--- config.mk ---
export PLATFORM = sky130hd
export DESIGN_NAME = mgmt_phy_responder
export DESIGN_NICKNAME = d
export VERILOG_FILES = /design/src/rtl/mgmt_phy_pkg.sv /design/src/rtl/mgmt_cmd_decode.sv /design/src/rtl/phy_regfile.sv /design/src/rtl/mgmt_phy_responder.sv
export SDC_FILE = /design/constraint.sdc
export NUM_CORES = 1
export LEC_CHECK = 0
export BUFFER_PORTS_ARGS = -buffer_cell sky130_fd_sc_hd__buf_2
export CORE_UTILIZATION = 55
export CTS_CLUSTER_DIAMETER = 40
export DETAILED_ROUTE_END_ITERATION = 12
export GPL_TIMING_DRIVEN = 0
export PLACE_DENSITY = 0.84
export SYNTH_ARGS = -nofsm -noshare
export SYNTH_HDL_FRONTEND = slang
export SYNTH_HIERARCHICAL = 1
export SYNTH_SLANG_ARGS = --single-unit
--- constraint.sdc ---
create_clock -name clk -period 7.37 [get_ports clk]
set_input_delay 0.737 -clock clk [delete_from_list [all_inputs] [get_ports clk]]
set_output_delay 0.737 -clock clk [all_outputs]
set_load 0.005 [all_outputs]
--- src/rtl/mgmt_phy_pkg.sv ---
package mgmt_phy_pkg;
  localparam int CMD_PHY_LSB  = 24;
  localparam int CMD_REG_LSB  = 16;
  localparam int CMD_OP_LSB   = 14;
  localparam int CMD_INIT_BIT = 11;
  localparam int CMD_RDY_BIT  = 7;

  localparam logic [1:0] OP_WRITE = 2'd1;
  localparam logic [1:0] OP_READ  = 2'd2;

  localparam int OFS_CMD   = 0;
  localparam int OFS_WDATA = 1;
  localparam int OFS_RDATA = 2;

  localparam logic [15:0] ABSENT_WORD = 16'hFFFF;
  localparam logic [15:0] VENDOR_WORD = 16'h8000;

  typedef struct packed {
    logic [4:0] phy;
    logic [4:0] regn;
    logic [1:0] op;
    logic       init;
  } mgmt_cmd_t;

  function automatic mgmt_cmd_t unpack_cmd(input logic [31:0] w);
    mgmt_cmd_t c;
    c.phy  = w[CMD_PHY_LSB +: 5];
    c.regn = w[CMD_REG_LSB +: 5];
    c.op   = w[CMD_OP_LSB +: 2];
    c.init = w[CMD_INIT_BIT];
    return c;
  endfunction

  function automatic logic [15:0] reset_word(input int idx);
    case (idx)
      0:       return 16'h3100;
      2:       return 16'h0300;
      3:       return 16'hE400;
      4:       return 16'h01E1;
      default: return 16'h0000;
    endcase
  endfunction

  function automatic logic [15:0] status_word(input logic link);
    return link ? 16'h782E : 16'h0000;
  endfunction

  function automatic logic [15:0] partner_word(input logic [15:0] adv);
    return 16'h4001 | (adv & 16'h01E0);
  endfunction

  function automatic logic [15:0] diag_word(input logic link, input logic [15:0] adv);
    logic [15:0] d;
    d = '0;
    if (link) begin
      d[10] = adv[7] | adv[8];
      d[11] = adv[8] | adv[6];
    end
    return d;
  endfunction
endpackage

--- src/rtl/mgmt_cmd_decode.sv ---
module mgmt_cmd_decode
  import mgmt_phy_pkg::*;
#(
  parameter int PHY_ADDR = 7
) (
  input  logic        cmd_wr,
  input  logic [31:0] cmd_word,
  output logic        fire,
  output logic [1:0]  op,
  output logic [4:0]  regn,
  output logic        hit,
  output logic        do_write,
  output logic        do_read
);
  mgmt_cmd_t c;

  always_comb begin
    c        = unpack_cmd(cmd_word);
    fire     = cmd_wr & c.init;
    op       = c.op;
    regn     = c.regn;
    hit      = (c.phy == 5'(PHY_ADDR));
    do_write = fire && (c.op == OP_WRITE);
    do_read  = fire && (c.op == OP_READ);
  end
endmodule

--- src/rtl/phy_regfile.sv ---
module phy_regfile
  import mgmt_phy_pkg::*;
#(
  parameter int NREGS = 32,
  parameter int REG_W = 16
) (
  input  logic                     clk,
  input  logic                     rst_n,
  input  logic                     link_up,
  input  logic                     wr_en,
  input  logic [$clog2(NREGS)-1:0] wr_idx,
  input  logic [REG_W-1:0]         wr_data,
  input  logic [$clog2(NREGS)-1:0] rd_idx,
  output logic [REG_W-1:0]         rd_data,
  output logic [REG_W-1:0]         ctrl_reg
);
  localparam int IDX_W = $clog2(NREGS);

  logic [REG_W-1:0] mem [NREGS];

  always_ff @(posedge clk) begin
    for (int i = 0; i < NREGS; i++) begin
      if (!rst_n) begin
        mem[i] <= reset_word(i);
      end else if (wr_en) begin
        logic [REG_W-1:0] nxt;
        nxt = mem[i];
        if (wr_idx == IDX_W'(i)) nxt = wr_data;
        if (i == 0) nxt[15] = 1'b0;
        mem[i] <= nxt;
      end
    end
  end

  always_comb begin
    if (rd_idx == IDX_W'(1))       rd_data = status_word(link_up);
    else if (rd_idx == IDX_W'(5))  rd_data = partner_word(mem[4]);
    else if (rd_idx == IDX_W'(17)) rd_data = VENDOR_WORD;
    else if (rd_idx == IDX_W'(18)) rd_data = diag_word(link_up, mem[4]);
    else                           rd_data = mem[rd_idx];
  end

  assign ctrl_reg = mem[0];
endmodule

--- src/rtl/mgmt_phy_responder.sv ---
module mgmt_phy_responder
  import mgmt_phy_pkg::*;
#(
  parameter int PHY_ADDR = 7,
  parameter int ADDR_W   = 4
) (
  input  logic              clk,
  input  logic              rst_n,
  input  logic              link_up,
  input  logic              req_valid,
  input  logic              req_write,
  input  logic [ADDR_W-1:0] req_addr,
  input  logic [31:0]       req_wdata,
  output logic              req_ready,
  output logic              rsp_valid,
  output logic [31:0]       rsp_rdata
);
  localparam int NREGS = 32;
  localparam int IDX_W = $clog2(NREGS);

  logic [31:0] cmd_q;
  logic [15:0] wdata_q;
  logic [15:0] rdata_q;

  logic wr_cmd, wr_wdata, bus_rd;
  assign wr_cmd   = req_valid & req_write & (req_addr == ADDR_W'(OFS_CMD));
  assign wr_wdata = req_valid & req_write & (req_addr == ADDR_W'(OFS_WDATA));
  assign bus_rd   = req_valid & ~req_write;

  logic        cmd_fire, rd_hit, do_wr, phy_rd_evt;
  logic [1:0]  cmd_op;
  logic [4:0]  rd_reg;

  mgmt_cmd_decode #(.PHY_ADDR(PHY_ADDR)) u_dec (
    .cmd_wr   (wr_cmd),
    .cmd_word (req_wdata),
    .fire     (cmd_fire),
    .op       (cmd_op),
    .regn     (rd_reg),
    .hit      (rd_hit),
    .do_write (do_wr),
    .do_read  (phy_rd_evt)
  );

  logic phy_wr_evt;
  assign phy_wr_evt = do_wr & rd_hit;

  logic [15:0] phy_rd_data, ctrl_reg;

  phy_regfile #(.NREGS(NREGS), .REG_W(16)) u_phy (
    .clk      (clk),
    .rst_n    (rst_n),
    .link_up  (link_up),
    .wr_en    (phy_wr_evt),
    .wr_idx   (IDX_W'(rd_reg)),
    .wr_data  (wdata_q),
    .rd_idx   (IDX_W'(rd_reg)),
    .rd_data  (phy_rd_data),
    .ctrl_reg (ctrl_reg)
  );

  always_ff @(posedge clk) begin
    if (!rst_n) begin
      cmd_q   <= '0;
      wdata_q <= '0;
      rdata_q <= '0;
    end else begin
      if (wr_cmd)     cmd_q   <= req_wdata;
      if (wr_wdata)   wdata_q <= req_wdata[15:0];
      if (phy_rd_evt) rdata_q <= rd_hit ? phy_rd_data : ABSENT_WORD;
    end
  end

  logic [31:0] rd_mux;
  always_comb begin
    case (req_addr)
      ADDR_W'(OFS_CMD):   rd_mux = cmd_q | (32'd1 << CMD_RDY_BIT);
      ADDR_W'(OFS_WDATA): rd_mux = {16'd0, wdata_q};
      ADDR_W'(OFS_RDATA): rd_mux = {16'd0, rdata_q};
      default:            rd_mux = '0;
    endcase
  end

  always_ff @(posedge clk) begin
    if (!rst_n) begin
      rsp_valid <= 1'b0;
      rsp_rdata <= '0;
    end else begin
      rsp_valid <= bus_rd;
      if (bus_rd) rsp_rdata <= rd_mux;
    end
  end

  assign req_ready = 1'b1;
endmodule

==> out/qor.yml, run 1 <==
outcome: "complete, no violations"
wl_per_cell_um: 29.9
nets: 2178
grt_usage_pct: 34.0
worstSetupEndpointType: "register"
antenna_found_initial: 2
vias: 18754
syn_area_um2: 27400
syn_nets: 2005
yosysWarnings: 6
grt_pass1_vias: 18187
cts_buffers: 75
clock_latency_ns: 0.62
ir_drop_mv: 0.166
die_area_um2: 50700
crit_arrival_ns: 5.57
core_um2: 49100
final_util_pct: 64.0
cts.path.max_buffers: 3
rows: 81
grt_max_degree: 17
post-route-period-util_pct: 69.1
finClkSkew_ns: 0.0159
slew_headroom_pct: 6.75
ios: 75
setup_viol: 0
min_period_ns: 5.09
hold_viol_final: 0
ctsHoldBuffers: 0
cts.sinks: 601
fillers: 3525
dieHeight_um: 225
min_path_type: "in2reg"
final-seq-area_um2: 17100
path_class: "in2reg"
crit_fanout: 10
port_buffers: 72
p_leak_nw: 11.5
pwr_density_cell_nw_per_um2: 250
chipWidth_um: 225
clkTransAtPathRegs_ns: 0.06
worst_slew_pin_slew_ns: 1.40
grt-ovfl-total: 0
ff2ff_setup_slack_ns: 5.01
finalSetupTns_ns: 0
rsz0062_at_grt: "no"
synth_cells: 1964
drt-pass1-iter-count: 6
routabilityCongestion: 0.998
multiInputGateArea_um2: 9470
initial_utilization_pct: 55.8
root_buffer: "clkbuf_16"
drc_errors: 0
dpl.hpwl_um: 59900
cts_resized: 0
cts_setup_buffers: 0
drt_iter0_drc: 2899
fmax_mhz: 196
h-tree-depth: 3
cp-start-kind: "input pin"
slew_viol_final: 0
cts_tree: "built"
final_antenna_net_count: 0
max-cap-violations: 0
grt_pass1_wl_um: 122000
cp_data_required_time_ns: 7.85
syn2layout_area_growth_pct: 14.7
routed_via_density: 6.56
drive_gt1_share_pct: 19.8
syn_area_per_cell_um2: 13.9
routed_wirelength_um: 85400
## metal layers
metal / global-route usage, % / wire length [um] / up-vias
li1: - / - / 7646
met5: 0 / 8 / -
met1: 44.8 / 30400 / 9326
met4: 19.4 / 5540 / 2
met3: 9.20 / 11000 / 317
met2: 51.3 / 38500 / 1463
## stage by stage
stage / instance area [um2] / hold WS, ns / power [mW] / cells / worst slack (ns)
after CTS: 31400 / 0.362 / 7.82 / 2858 / 2.48
final: 31400 / 0.375 / 7.84 / 2859 / 2.28
after floorplan: 27400 / 0.451 / 4.15 / 1964 / 3.12
after global placement: 28600 / 0.445 / 4.34 / 2700 / 0.689
after global routing: 31400 / 0.366 / 7.99 / 2858 / 2.24
after detailed placement: 29000 / 0.446 / 4.38 / 2724 / 1.91
## flip-flops by register name (all words and copies together) (netlist names)
name and count:
cmd_q 31, rdata_q 16, rsp_rdata 32, rsp_valid 1
u_phy/mem 505, wdata_q 16
## path summary, 6_finish.rpt
kind,start,endpoint,cells past startpoint
worst min-delay path,req_wdata[31],cmd_q[31],3
worst min register to register,rsp_rdata[9],rsp_rdata[9],1
worst max-delay path,req_addr[2],u_phy/mem[6][8],14
worst max register to register,u_phy/mem[5][10],rdata_q[10],7
## critical path, cell delays in order
cell and delay, ns:
buf_2 0.15, nand4bb_1 0.39, buf_4 0.29, buf_2 0.19, nor2_1 0.14, nand2_2 0.09
nor3b_2 0.19, and2_1 0.39, and2_1 0.22, clkbuf_1 0.61, nand3_1 0.72, nor2_1 0.67
clkbuf_1 0.52, and2_1 0.22
## cells in the final DEF, fill, tap and decap left out, types with 18 or more instances in the layout
cell type / n
a21oi_1: 66
and2_1: 474
buf_2: 104
buf_4: 18
buf_8: 20
clkbuf_1: 134
clkbuf_16: 77
dfxtp_1: 96
edfxtp_1: 505
mux2_2: 23
mux2i_1: 49
mux4_1: 21
mux4_2: 97
nand2_1: 18
nand3_1: 52
nor2_1: 81
o21ai_0: 61
o21ai_2: 30
o22ai_1: 21
## layout make-up
cell class	instances	share of cell area, %
antenna	1	0.00797
tap	664	2.65
buffer	190	2.91
multi-input combinational	1168	30.2
timing repair buffer	96	2.24
sequential	601	54.4
inverter	5	0.0598
clock inverter	46	1.21
clock buffer	88	6.33
## where the power goes
group	switching, mW	leakage, nW	internal, mW	total (mW)
combinational	0.345	4.36	0.186	0.531
sequential	0.0351	5.98	3.77	3.81
clock	1.45	1.14	2.05	3.50
total	1.83	11.5	6.01	7.84
Power figures use the tool's default switching activity.
==> run 2, diff against run 1 <==
--- a/config.mk
+++ b/config.mk
@@ -10,7 +10,7 @@
 export CTS_CLUSTER_DIAMETER = 40
 export DETAILED_ROUTE_END_ITERATION = 12
 export GPL_TIMING_DRIVEN = 0
-export PLACE_DENSITY = 0.84
+export PLACE_DENSITY = 0.86
 export SYNTH_ARGS = -nofsm -noshare
 export SYNTH_HDL_FRONTEND = slang
 export SYNTH_HIERARCHICAL = 1
==> constraint.sdc (replaced) <==
create_clock -name clk -period 4.1 [get_ports clk]
set_input_delay 0.41 -clock clk [delete_from_list [all_inputs] [get_ports clk]]
set_output_delay 0.41 -clock clk [all_outputs]
set_load 0.005 [all_outputs]
==> run 2 against run 1 <==
  * Global-route usage shrank 0.36 points
  * First-iteration DRC count shrank 5.1%
  * Critical endpoint is now u_phy/mem[26][5]
  * Cell area grew 0.61%
  * Highest routed layer unchanged
==> out/qor.yml, run 2 (synthesized netlist as in run 1, its figures left out) <==
outcome: "complete, no violations"
dpl.hpwl_um: 58800
regMostFlops: "u_phy/mem"
largest_reg_flops: 505
min_path_type: "in2reg"
seq_power_share_pct: 47.3
clkTransAtPathRegs_ns: 0.06
max-cap-violations: 0
slew_headroom_pct: 13.1
wl_per_cell_um: 29.5
rows: 81
final_cell_mix: "edfxtp_1 (505), and2_1 (474), clkbuf_1 (134)"
post_dp_cell_area_um2: 29000
core_um2: 49100
drc_errors: 0
port_buffers: 72
min_period_ns: 4.05
pwr_density_cell_nw_per_um2: 457
final_util_pct: 64.4
ff2ff_setup_slack_ns: 1.76
cts_buffers: 74
initial_utilization_pct: 55.8
combPwrFrac_pct: 6.6
drt-pass1-iter-count: 6
setup_viol: 0
power_mw: 14.4
ff2ff_path_depth: 7
grt_usage_pct: 33.7
grt-ovfl-total: 0
whs_ns: 0.0618
intPower_mw: 11.1
cts_tree: "built"
p_sw_mw: 3.31
hold_viol_final: 0
nets: 2179
syn2layout_area_growth_pct: 15.4
fmax_mhz: 247
final_antenna_net_count: 0
finalSetupTns_ns: 0
slew_viol_final: 0
drt_iter0_drc: 2751
vias: 18872
antenna_found_initial: 4
fin_ws_ns: 0.0549
final_common_cell: "edfxtp_1"
cp_data_required_time_ns: 4.57
routed_via_density: 6.58
ctsHoldBuffers: 0
crit_start: "req_addr[2]"
ir_drop_mv: 0.327
path_class: "in2reg"
final-seq-area_um2: 17100
postLayoutCellArea_um2: 31600
crit_fanout: 10
post-route-period-util_pct: 98.7
worstSetupEndpointType: "register"
r2r-end: "rdata_q[10]"
worst_slew_pin_slew_ns: 1.30
place_worst_setup_slack_ns: -0.883
root_buffer: "clkbuf_16"
cp-start-kind: "input pin"
cts.sinks: 601
ios: 75
crit_arrival_ns: 4.52
die_area_um2: 50700
h-tree-depth: 3
chipWidth_um: 225
p_clk_share_pct: 46.1
cts.path.max_buffers: 3
p_leak_nw: 11.6
fin_cells: 2868
routabilityCongestion: 1.01
multiInputGateArea_um2: 9480
grt_max_degree: 17
swShare_pct: 22.9
rsz0062_at_grt: "yes"
clock_latency_ns: 0.63
timing.rr.start: "u_phy/mem[5][10]"
fillers: 3480
grt_pass1_vias: 18426
largestRegisters: "u_phy/mem: 505 flops, rsp_rdata: 32 flops, cmd_q: 31 flops"
grt_pass1_wl_um: 121000
cp-endpoint: "u_phy/mem[26][5]"
hold_start: "req_wdata[31]"
drive_gt1_share_pct: 20.3
routed_wirelength_um: 84600
dieHeight_um: 225
dp.cells: 2725
finClkSkew_ns: 0.0246
run 2: changes by cell type in the layout (fill, tap and decap cells not counted), sizes merged:
cell / change
bufinv: +5
clkinvlp: -3
diode: +3
buf: +2
clkbuf: +2
clkinv: -1
inv: +1
run 2: cell type report:
type,count,area share (%)
sequential,601,54.1
buffer,190,2.90
clock buffer,90,6.32
multi-input combinational,1168,30.0
clock inverter,48,1.68
timing repair buffer,98,2.27
tap,664,2.63
antenna,4,0.0317
inverter,5,0.0594
run 2: worst min path at each step:
| stage | end | depth (start not counted) | slack (ns) |
|---|---|---|---|
| after floorplan | cmd_q[15] | 2 | 0.45 |
| after global placement | rsp_rdata[13] | 1 | 0.45 |
| after detailed placement | rsp_rdata[15] | 1 | 0.45 |
| after CTS | cmd_q[31] | 3 | 0.04 |
| after global routing | cmd_q[31] | 3 | 0.05 |
| final | cmd_q[31] | 3 | 0.06 |
run 2: layer usage:
| layer | vias up | share of wire (%) | GRT usage (%) |
|---|---|---|---|
| li1 | 7683 | - | - |
| met1 | 9284 | 35 | 42.6 |
| met2 | 1536 | 45 | 50.7 |
| met3 | 367 | 14 | 11.4 |
| met4 | 2 | 6.5 | 19.5 |
| met5 | - | 0.014 | 0 |
run 2: timing repair:
item / in CTS / in global routing
endpoints found under the setup margin: 156 / 36
resized for setup: 3 / 1
setup buffers: 0 / 1
pin swaps: 0 / 0
endpoints found under the hold margin: 0 / 0
run 2: power by group through the flow:
stage	logic [mW]	clock network, mW	registers [mW]
finish	0.951	6.66	6.84
global route	0.962	6.95	6.85
CTS	0.914	6.69	6.84
detailed placement	0.905	0	6.96
global placement	0.842	0	6.96
floorplan	0.522	0	6.94
run 2: worst max-delay path: stages:
cell and delay (ns):
buf_2 0.15, nand4bb_1 0.34, buf_4 0.26, buf_2 0.19
nor2_1 0.14, nand2_2 0.09, nor3b_2 0.18, and2_1 0.39
and2_1 0.23, clkbuf_2 0.38, nand3_1 0.47, nor2_1 0.62
clkbuf_1 0.44, and2_1 0.20
